**config.mk**
```make
export PLATFORM = sky130hd
export DESIGN_NAME = hbridge_cmd
export DESIGN_NICKNAME = d
export VERILOG_FILES = /design/src/rtl/hbridge_pkg.sv /design/src/rtl/hb_sync.sv /design/src/rtl/hb_fault.sv /design/src/rtl/hb_leg.sv /design/src/rtl/hbridge_cmd.sv
export SDC_FILE = /design/constraint.sdc
export NUM_CORES = 1
export LEC_CHECK = 0
export BUFFER_PORTS_ARGS = -buffer_cell sky130_fd_sc_hd__buf_2
export CAP_MARGIN = 15
export CORE_MARGIN = 2
export CORE_UTILIZATION = 46
export DETAILED_ROUTE_END_ITERATION = 10
export GPL_TIMING_DRIVEN = 0
export HOLD_SLACK_MARGIN = 0.02
export PLACE_DENSITY = 0.74
export SLEW_MARGIN = 10
export SYNTH_ARGS = -nofsm -noshare
export SYNTH_HDL_FRONTEND = slang
export SYNTH_SLANG_ARGS = --single-unit
```
**constraint.sdc**
```tcl
create_clock -name clk -period 2.5 [get_ports clk]
set_clock_uncertainty 0.15 [all_clocks]
set_input_delay 0.375 -clock clk [delete_from_list [all_inputs] [get_ports clk]]
set_output_delay 0.375 -clock clk [all_outputs]
set_load 0.1 [all_outputs]
```
**src/rtl/hbridge_pkg.sv**
```systemverilog
package hbridge_pkg;

    typedef enum logic [1:0] {
        LEG_OFF = 2'd0,
        LEG_HI  = 2'd1,
        LEG_LO  = 2'd2
    } leg_req_e;

    typedef struct packed {
        logic en;
        logic dir_a;
        logic dir_b;
        logic dis_hi;
        logic dis_lo_n;
        logic uv;
        logic short_f;
        logic ot;
    } pins_t;

    localparam int PINS_W = $bits(pins_t);

    localparam pins_t PINS_RESET = '{
        en: 1'b0, dir_a: 1'b0, dir_b: 1'b0, dis_hi: 1'b1,
        dis_lo_n: 1'b0, uv: 1'b0, short_f: 1'b0, ot: 1'b0
    };

endpackage

```
**src/rtl/hb_sync.sv**
```systemverilog
module hb_sync #(
    parameter int              WIDTH   = 8,
    parameter int              STAGES  = 2,
    parameter logic [WIDTH-1:0] RST_VAL = '0
) (
    input  logic             clk,
    input  logic             rst_n,
    input  logic [WIDTH-1:0] din,
    output logic [WIDTH-1:0] dout
);
    logic [WIDTH-1:0] stage_q [STAGES];

    generate
        for (genvar s = 0; s < STAGES; s++) begin : g_stage
            logic [WIDTH-1:0] stage_d;
            if (s == 0) begin : g_first
                assign stage_d = din;
            end else begin : g_next
                assign stage_d = stage_q[s-1];
            end
            always_ff @(posedge clk or negedge rst_n) begin
                if (!rst_n) stage_q[s] <= RST_VAL;
                else        stage_q[s] <= stage_d;
            end
        end
    endgenerate

    assign dout = stage_q[STAGES-1];
endmodule

```
**src/rtl/hb_fault.sv**
```systemverilog
module hb_fault (
    input  logic clk,
    input  logic rst_n,
    input  logic d_hi_s,
    input  logic d_lo_n_s,
    input  logic uv_s,
    input  logic short_s,
    input  logic ot_s,
    output logic hold_off,
    output logic fault_o,
    output logic clr_o
);
    typedef struct packed {
        logic prev_hi;
        logic prev_lo_n;
        logic latch;
        logic clr;
        logic fault;
    } fst_t;

    fst_t st_d, st_q;
    logic toggle;

    always_comb begin
        toggle         = (d_hi_s ^ st_q.prev_hi) | (d_lo_n_s ^ st_q.prev_lo_n);
        st_d.prev_hi   = d_hi_s;
        st_d.prev_lo_n = d_lo_n_s;
        st_d.latch     = short_s | ot_s | (st_q.latch & ~toggle);
        st_d.clr       = toggle;
        st_d.fault     = uv_s | st_d.latch;
        hold_off       = st_d.latch | uv_s | d_hi_s | ~d_lo_n_s;
    end

    always_ff @(posedge clk or negedge rst_n) begin
        if (!rst_n) begin
            st_q <= '{prev_hi: 1'b1, prev_lo_n: 1'b0, latch: 1'b0, clr: 1'b0, fault: 1'b0};
        end else begin
            st_q <= st_d;
        end
    end

    assign fault_o = st_q.fault;
    assign clr_o   = st_q.clr;

    p_uv_flag_r6: assert property (@(posedge clk) disable iff (!rst_n)
        uv_s |=> fault_o);

    p_latch_keep_r7: assert property (@(posedge clk) disable iff (!rst_n)
        (st_q.latch && $stable(d_hi_s) && $stable(d_lo_n_s)) |=> (st_q.latch && fault_o));

    p_clr_edge_r8: assert property (@(posedge clk) disable iff (!rst_n)
        (clr_o && !toggle) |=> !clr_o);
endmodule

```
**src/rtl/hb_leg.sv**
```systemverilog
module hb_leg
    import hbridge_pkg::*;
#(
    parameter int DEAD_CYCLES = 4
) (
    input  logic     clk,
    input  logic     rst_n,
    input  leg_req_e req,
    output logic     gate_hi,
    output logic     gate_lo
);
    localparam int DCNT_W = $clog2(DEAD_CYCLES + 1);

    typedef struct packed {
        logic              hi;
        logic              lo;
        logic [DCNT_W-1:0] dcnt;
    } leg_t;

    leg_t lg_d, lg_q;
    logic want_hi, want_lo;

    always_comb begin
        want_hi = (req == LEG_HI);
        want_lo = (req == LEG_LO);
        lg_d    = lg_q;
        if ((lg_q.hi && !want_hi) || (lg_q.lo && !want_lo)) begin
            lg_d.hi   = 1'b0;
            lg_d.lo   = 1'b0;
            lg_d.dcnt = DCNT_W'(DEAD_CYCLES);
        end else if (!lg_q.hi && !lg_q.lo) begin
            if (lg_q.dcnt != '0) begin
                lg_d.dcnt = lg_q.dcnt - 1'b1;
            end else begin
                lg_d.hi = want_hi;
                lg_d.lo = want_lo;
            end
        end
    end

    always_ff @(posedge clk or negedge rst_n) begin
        if (!rst_n) lg_q <= '0;
        else        lg_q <= lg_d;
    end

    assign gate_hi = lg_q.hi;
    assign gate_lo = lg_q.lo;

    p_off_req_r3: assert property (@(posedge clk) disable iff (!rst_n)
        (req == LEG_OFF) |=> (!gate_hi && !gate_lo));

    p_dead_gap_r9: assert property (@(posedge clk) disable iff (!rst_n)
        ($fell(gate_hi) || $fell(gate_lo)) |=> (!gate_hi && !gate_lo));

    p_excl_r9: assert property (@(posedge clk) disable iff (!rst_n)
        !(gate_hi && gate_lo));
endmodule

```
**src/rtl/hbridge_cmd.sv**
```systemverilog
module hbridge_cmd
    import hbridge_pkg::*;
#(
    parameter int WAKE_CYCLES = 1000,
    parameter int DEAD_CYCLES = 4,
    parameter int SYNC_STAGES = 2
) (
    input  logic clk,
    input  logic rst_n,
    input  logic en_i,
    input  logic dir_a_i,
    input  logic dir_b_i,
    input  logic dis_hi_i,
    input  logic dis_lo_n_i,
    input  logic uv_i,
    input  logic short_i,
    input  logic ot_i,
    output logic a_hi_o,
    output logic a_lo_o,
    output logic b_hi_o,
    output logic b_lo_o,
    output logic fault_pd_o,
    output logic latch_clr_o
);
    localparam int CNT_W = $clog2(WAKE_CYCLES + 1);
    localparam int LEGS  = 2;

    typedef struct packed {
        logic [CNT_W-1:0] cnt;
        logic             awake;
        leg_req_e         req_a;
        leg_req_e         req_b;
    } ctl_t;

    pins_t raw, syn;
    ctl_t  ct_d, ct_q;
    logic  hold_off;
    logic  go;
    leg_req_e leg_req [LEGS];
    logic  [LEGS-1:0] g_hi, g_lo;

    assign raw = '{en: en_i, dir_a: dir_a_i, dir_b: dir_b_i, dis_hi: dis_hi_i,
                   dis_lo_n: dis_lo_n_i, uv: uv_i, short_f: short_i, ot: ot_i};

    hb_sync #(.WIDTH(PINS_W), .STAGES(SYNC_STAGES), .RST_VAL(PINS_RESET)) u_sync (
        .clk  (clk),
        .rst_n(rst_n),
        .din  (raw),
        .dout (syn)
    );

    hb_fault u_fault (
        .clk     (clk),
        .rst_n   (rst_n),
        .d_hi_s  (syn.dis_hi),
        .d_lo_n_s(syn.dis_lo_n),
        .uv_s    (syn.uv),
        .short_s (syn.short_f),
        .ot_s    (syn.ot),
        .hold_off(hold_off),
        .fault_o (fault_pd_o),
        .clr_o   (latch_clr_o)
    );

    always_comb begin
        ct_d = ct_q;
        if (!syn.en) begin
            ct_d.cnt   = '0;
            ct_d.awake = 1'b0;
        end else if (ct_q.awake || ct_q.cnt == CNT_W'(WAKE_CYCLES - 1)) begin
            ct_d.awake = 1'b1;
        end else begin
            ct_d.cnt   = ct_q.cnt + 1'b1;
            ct_d.awake = 1'b0;
        end
        go         = ct_d.awake & ~hold_off;
        ct_d.req_a = !go ? LEG_OFF : (syn.dir_a ? LEG_HI : LEG_LO);
        ct_d.req_b = !go ? LEG_OFF : (syn.dir_b ? LEG_HI : LEG_LO);
    end

    always_ff @(posedge clk or negedge rst_n) begin
        if (!rst_n) ct_q <= '{cnt: '0, awake: 1'b0, req_a: LEG_OFF, req_b: LEG_OFF};
        else        ct_q <= ct_d;
    end

    assign leg_req[0] = ct_q.req_a;
    assign leg_req[1] = ct_q.req_b;

    generate
        for (genvar l = 0; l < LEGS; l++) begin : g_leg
            hb_leg #(.DEAD_CYCLES(DEAD_CYCLES)) u_leg (
                .clk    (clk),
                .rst_n  (rst_n),
                .req    (leg_req[l]),
                .gate_hi(g_hi[l]),
                .gate_lo(g_lo[l])
            );
        end
    endgenerate

    assign a_hi_o = g_hi[0];
    assign a_lo_o = g_lo[0];
    assign b_hi_o = g_hi[1];
    assign b_lo_o = g_lo[1];

    p_sleep_off_r4: assert property (@(posedge clk) disable iff (!rst_n)
        !syn.en |=> (ct_q.req_a == LEG_OFF && ct_q.req_b == LEG_OFF && !ct_q.awake));

    p_fault_drive_r7: assert property (@(posedge clk) disable iff (!rst_n)
        fault_pd_o |-> (ct_q.req_a == LEG_OFF && ct_q.req_b == LEG_OFF));
endmodule

```
After elaboration in Yosys (flattened, before gate mapping)
Cells that the tools add are included.
{"block": "word_totals", "in_bits": 10, "elab_cells": 83, "out_inout_bits": 6, "ff_bits": 46}
{"block": "op_classes", "addsub": 3, "mux": 15, "n_eq_ne": 8, "n_reduce_logical": 27, "bitwise": 13}
{"cell": "$mux W5", "n": 4}
{"cell": "$mux W2", "n": 6}
{"cell": "$mux W11", "n": 1}
{"cell": "$add A10 B1 Y10 const B", "n": 1}
{"cell": "$eq A10 B10 Y1 const B", "n": 1}
{"cell": "$mux W10", "n": 1}
{"cell": "$logic_not A1 Y1", "n": 8}
{"cell": "$reduce_and A2 Y1", "n": 4}
{"cell": "$reduce_bool A2 Y1", "n": 4}
{"cell": "$logic_and A1 B1 Y1", "n": 6}
{"cell": "$mux W3", "n": 2}
{"cell": "$or A1 B1 Y1", "n": 6}
{"cell": "$reduce_bool A3 Y1", "n": 2}
{"cell": "$sub A3 B1 Y3 const B", "n": 2}
{"cell": "$eq A2 B1 Y1 const B", "n": 2}
{"cell": "$eq A2 B2 Y1 const B", "n": 2}
{"cell": "$ne A2 B1 Y1 const B", "n": 2}
{"cell": "$logic_or A1 B1 Y1", "n": 3}
{"cell": "$not A1 Y1", "n": 3}
{"cell": "$and A1 B1 Y1", "n": 2}
{"cell": "$ne A2 B2 Y1 const B", "n": 1}
{"cell": "$xor A1 B1 Y1", "n": 2}
{"cell": "$mux W1", "n": 1}

Longest topological paths before layout
{"block": "depth", "ltp_word": 11, "ltp_mapped": 6}

Modules after synthesis
From an unflattened synthesis, not the netlist that was laid out.
{"block": "unflattened", "hier_cells": 161, "area_unflattened_um2": 1944.4}
{"mod": "hbridge_cmd", "cells_each": 76, "seq_area_each_um2": 375.4, "instances": 1, "area_per_inst_um2": 802.0}
{"mod": "hb_leg", "cells_each": 28, "seq_area_each_um2": 125.1, "instances": 2, "area_per_inst_um2": 279.0}
{"mod": "hb_sync", "cells_each": 16, "seq_area_each_um2": 402.9, "instances": 1, "area_per_inst_um2": 402.9}
{"mod": "hb_fault", "cells_each": 13, "seq_area_each_um2": 126.4, "instances": 1, "area_per_inst_um2": 181.4}

Worst setup path after synthesis
No wires, ideal clock.
{"block": "synth_timing", "path_kind": "flip-flop to flip-flop", "start": "register g_leg[1].u_leg.lg_q (netlist bit g_leg[1].u_leg.gate_hi)", "end": "register g_leg[1].u_leg.lg_q[1] in the netlist's numbering", "required_ns": 2.278, "setup_ns": 0.072, "arrival_time_ns": 1.614, "setup_slack_ns": 0.665, "stages_incl_launch_ff": 4, "cell_sequence": "dfrtp_1 > nor3_1 > mux2_2 > nor2_1"}
{"block": "synth_between", "elab_chain_len": 4, "elab_cells_between_ends": 8, "classes_between": "1 x mux; 7 x reduce/logical"}
{"item": "from (decl)", "line_no": "hb_leg.sv:20", "source": "leg_t lg_d, lg_q;"}
{"item": "from (signal assigned)", "line_no": "hb_leg.sv:43", "source": "else lg_q <= lg_d;"}
{"item": "$logic_not A1 Y1 / $logic_and A1 B1 Y1 (equally long branches)", "line_no": "hb_leg.sv:31, hb_leg.sv:27"}
{"item": "$logic_and A1 B1 Y1 / $logic_or A1 B1 Y1 (equally long branches)", "line_no": "hb_leg.sv:31, hb_leg.sv:27"}
{"item": "$reduce_bool A2 Y1 (no line)"}
{"item": "$reduce_and A2 Y1 (no line)"}
Several ways; a longest one is shown, not always the timed one.
A chain may end at the register's enable or synchronous reset.

==> summary.txt <==
Global route
  • Maximum number of pins on one net before global-route repair: 47
  • Global-route wire length before repair: 4920 microns
  • Via count of the first global-routing pass: between 1k and 1.5k
  • Total track usage: 15.1%
  • GRT overflow: 0
  • Number of antenna violations at the first check in global routing: 0

Power
  • Leakage: around 0.98 nW
  • Peak supply drop: 0.574 mV
  • Cell area power density: 624 nW/um^2

STA
  • Unrepaired setup endpoints after global routing: false
  • Clock period minus worst slack: between 1.5 and 2 ns
  • Final hold violation count: 0
  • Post-route clock period utilization: 78.9%
  • Top achievable clock speed: 507 MHz
  • Slew at the pin closest to its max-slew limit: 0.950 ns
  • Min Hold Slack: 0.0324 ns
  • Final Setup Violations: 0
  • Setup_tns: 0 ns
  • Number of max-slew violations in the final report: 0
  • Worst slew slack as a fraction of its limit: 36.7%
  • Slack of the critical path: between 0.5 and 0.6 ns

Drt
  • Final antenna-violating net count: 0
  • Drt wl/cell: between 10 and 15 microns
  • Via count: 1098
  • Starting DRC count in detailed routing: 54
  • Drt total wl: 2750 microns
  • Vias per inst: slightly above 5
  • Remaining DRCs: 0
  • Initial DRT Pass Iterations: 4

CTS
  • Number of CTS-inserted buffers: 5
  • Clock transition at the registers of the reported paths: 0.09 ns
  • Root Buffer Master: clkbuf_8
  • Maximum level of the CTS H-tree: 2
  • Clock Sink Count: 46
  • CTS tree: done
  • Clock latency of the later-clocked register in the worst-skew pair: 0.29 ns
  • Total of cells resized after clock tree synthesis: 0
  • Maximum buffer depth of the clock tree: 2
  • Post-CTS Repair Setup Buffers: 0

Floorplanning
  • Placeable Area: 3720 sq um
  • Effective utilization at floorplan: 48.5%
  • Area of the die: 4430 sq um
  • Die W: between 60 and 70 microns
  • Boundary Pins: 16
  • Die height: 66.6 microns
  • Row count: 22

Worst setup path
  • Type of destination of the critical path: flip-flop
  • Class of the most critical setup path: reg2reg
  • Crit path max fanout: 5
  • Required time of the critical path: 2.58 ns
  • Setup crit start kind: flip-flop
  • Reg-to-reg startpoint: ct_q[5]
  • Worst endpoint data arrival time: between 2 and 2.5 ns
  • Critical Path Start: ct_q[5]

Final layout
  • Net total in the final layout: 183
  • Synthesis-to-finish area growth: 16.7%
  • Share of post-route cells with drive strength above 1: between 15 and 20%
  • Antenna diodes: 0
  • Filler cell count: 317

Yosys
  • Mapped Cells: 139
  • Syn_nets: 154
  • Share of synthesized area occupied by flip-flops and latches: 64.1%
  • Unique cell type count in the Yosys netlist: 37
  • Post-synth EDFFs: 0
  • Cell Area, Synth: 1800 sq um
  • Post-synthesis sequential element count: 46
  • Synthesis warning total: 0
  • Dominant register cell in the synthesized netlist: dfrtp_1
  • Per-instance average area after synthesis: 13.0 sq um
  • FFs w/ async S/R, synth: between 90% and 100%

Placement
  • I/O Buffers: 15
  • Post-DP HPWL: 1860 microns
  • Pre-CTS setup slack: 0.548 ns
  • Final estimated routing congestion in global placement: 0.845

Hold path
  • Beginning of the worst hold path: en_i
  • Min-Delay Path Class: in2reg

Flow run
  • Maximum Capacitance Violations: 0

Status
  • Outcome: finished clean
## synth_stat cells, drive strengths merged (2+ instances only)
library cell | count | area share [%]
o21a | 2 | 0.83
xor2 | 4 | 1.9
nor3 | 6 | 1.7
nor3b | 2 | 0.83
nand3 | 3 | 0.83
o211ai | 2 | 0.83
o21ai | 4 | 1.1
ha | 5 | 3.5
and2 | 8 | 2.8
nor2b | 4 | 1.4
xnor2 | 8 | 3.9
a21oi | 2 | 0.56
dfrtp | 43 | 60
nand2 | 4 | 0.83
nor2 | 10 | 2.1
nand2b | 3 | 1.0
nor4b | 4 | 1.9
inv | 4 | 0.83
dfstp | 3 | 4.4
## cells by family after synthesis
| family | share of synthesized area, % |
|---|---|
| XOR/XNOR | 5.84 |
| adder cells (fa/ha/maj) | 3.47 |
| flip-flops | 64.1 |
| AND/OR/NAND/NOR | 17.7 |
| multiplexers | 1.18 |
| AO/OA/AOI/OAI | 6.67 |
| buffers and inverters | 1.04 |
## report_power, final
group | switching [mW] | internal, mW
clock network | 0.256 | 0.207
registers | 0.0112 | 0.767
logic | 0.0442 | 0.0245
total | 0.312 | 0.999
## metal layers
layer / share of wire, % / GRT usage [%] / up-vias
met4: 1.6 / 7.40 / 0
met3: 3.9 / 4.73 / 6
met5: 0 / 0 / -
met2: 51 / 25.9 / 23
li1: - / - / 536
met1: 43 / 17.0 / 533
## critical path: stages (launching register included)
cell,delay (ns)
dfrtp_1,0.39
ha_1,0.19
and4bb_2,0.27
a41oi_2,0.22
or4b_4,0.59
nor2_1,0.10
## what timing repair did
item                                   in CTS  in global routing
endpoints found under the hold margin       7                  0
setup endpoints to repair                   0                  0
hold buffers                                7                  0
## flip-flops by register name (all words and copies together) (netlist names)
name / count
u_fault.clr_o: 1
g_leg.u_leg.lg_q: 6
g_leg.u_leg.gate_hi: 2
u_sync.dout: 8
g_leg.u_leg.gate_lo: 2
u_fault.fault_o: 1
u_fault.st_q: 3
u_sync.g_stage.stage_d: 8
ct_q: 15
## final timing paths
path                            cells past startpoint                           end  slack (ns)
worst max-delay path                                5                       ct_q[3]        0.53
worst min-delay path                                1  u_sync.g_stage[1].stage_d[7]        0.03
worst max register to register                      5                       ct_q[3]        0.53
worst min register to register                      0                u_sync.dout[7]        0.20
max in group asynchronous                           1                       ct_q[7]        1.54
min in group asynchronous                           1                       ct_q[6]        0.07
## stage by stage
| stage | utilization [%] | cells | cell area (sq um) | power [mW] |
|---|---|---|---|---|
| 5_1_grt | 56.5 | 217 | 2100 | 1.38 |
| 3_5_place_dp | 52.1 | 202 | 1940 | 0.855 |
| 4_1_cts | 56.5 | 217 | 2100 | 1.34 |
| 2_1_floorplan | - | 139 | 1800 | 0.825 |
| 6_report | 56.5 | 217 | 2100 | 1.31 |
| 3_3_place_gp | 52.1 | 202 | 1940 | 0.852 |
## cell usage in the layout (no fill, tap or decap), drive strengths merged, types with 2 or more instances in the layout
master	synthesis	final
a21oi	2	2
and2	8	8
buf	0	15
clkbuf	1	6
dfrtp	43	43
dfstp	3	3
dlygate4sd3	0	7
ha	5	5
inv	4	7
nand2	4	4
nand2b	3	3
nand3	3	3
nor2	10	10
nor2b	4	4
nor3	6	6
nor3b	2	2
nor4b	4	4
o211ai	2	2
o21a	2	2
o21ai	4	4
xnor2	8	8
xor2	4	4
## layout make-up
type | count | area [sq um] | area share [%]
flip-flops and latches | 46 | 1150 | 55.0
multi-input cells | 88 | 627 | 29.8
repair buffers | 22 | 145 | 6.91
clock buffers | 5 | 68.8 | 3.28
well taps | 48 | 60.1 | 2.86
clock inverters | 3 | 26.3 | 1.25
inverters | 4 | 15.0 | 0.715
plain buffers | 1 | 3.75 | 0.179
Power figures use the tool's default switching activity.
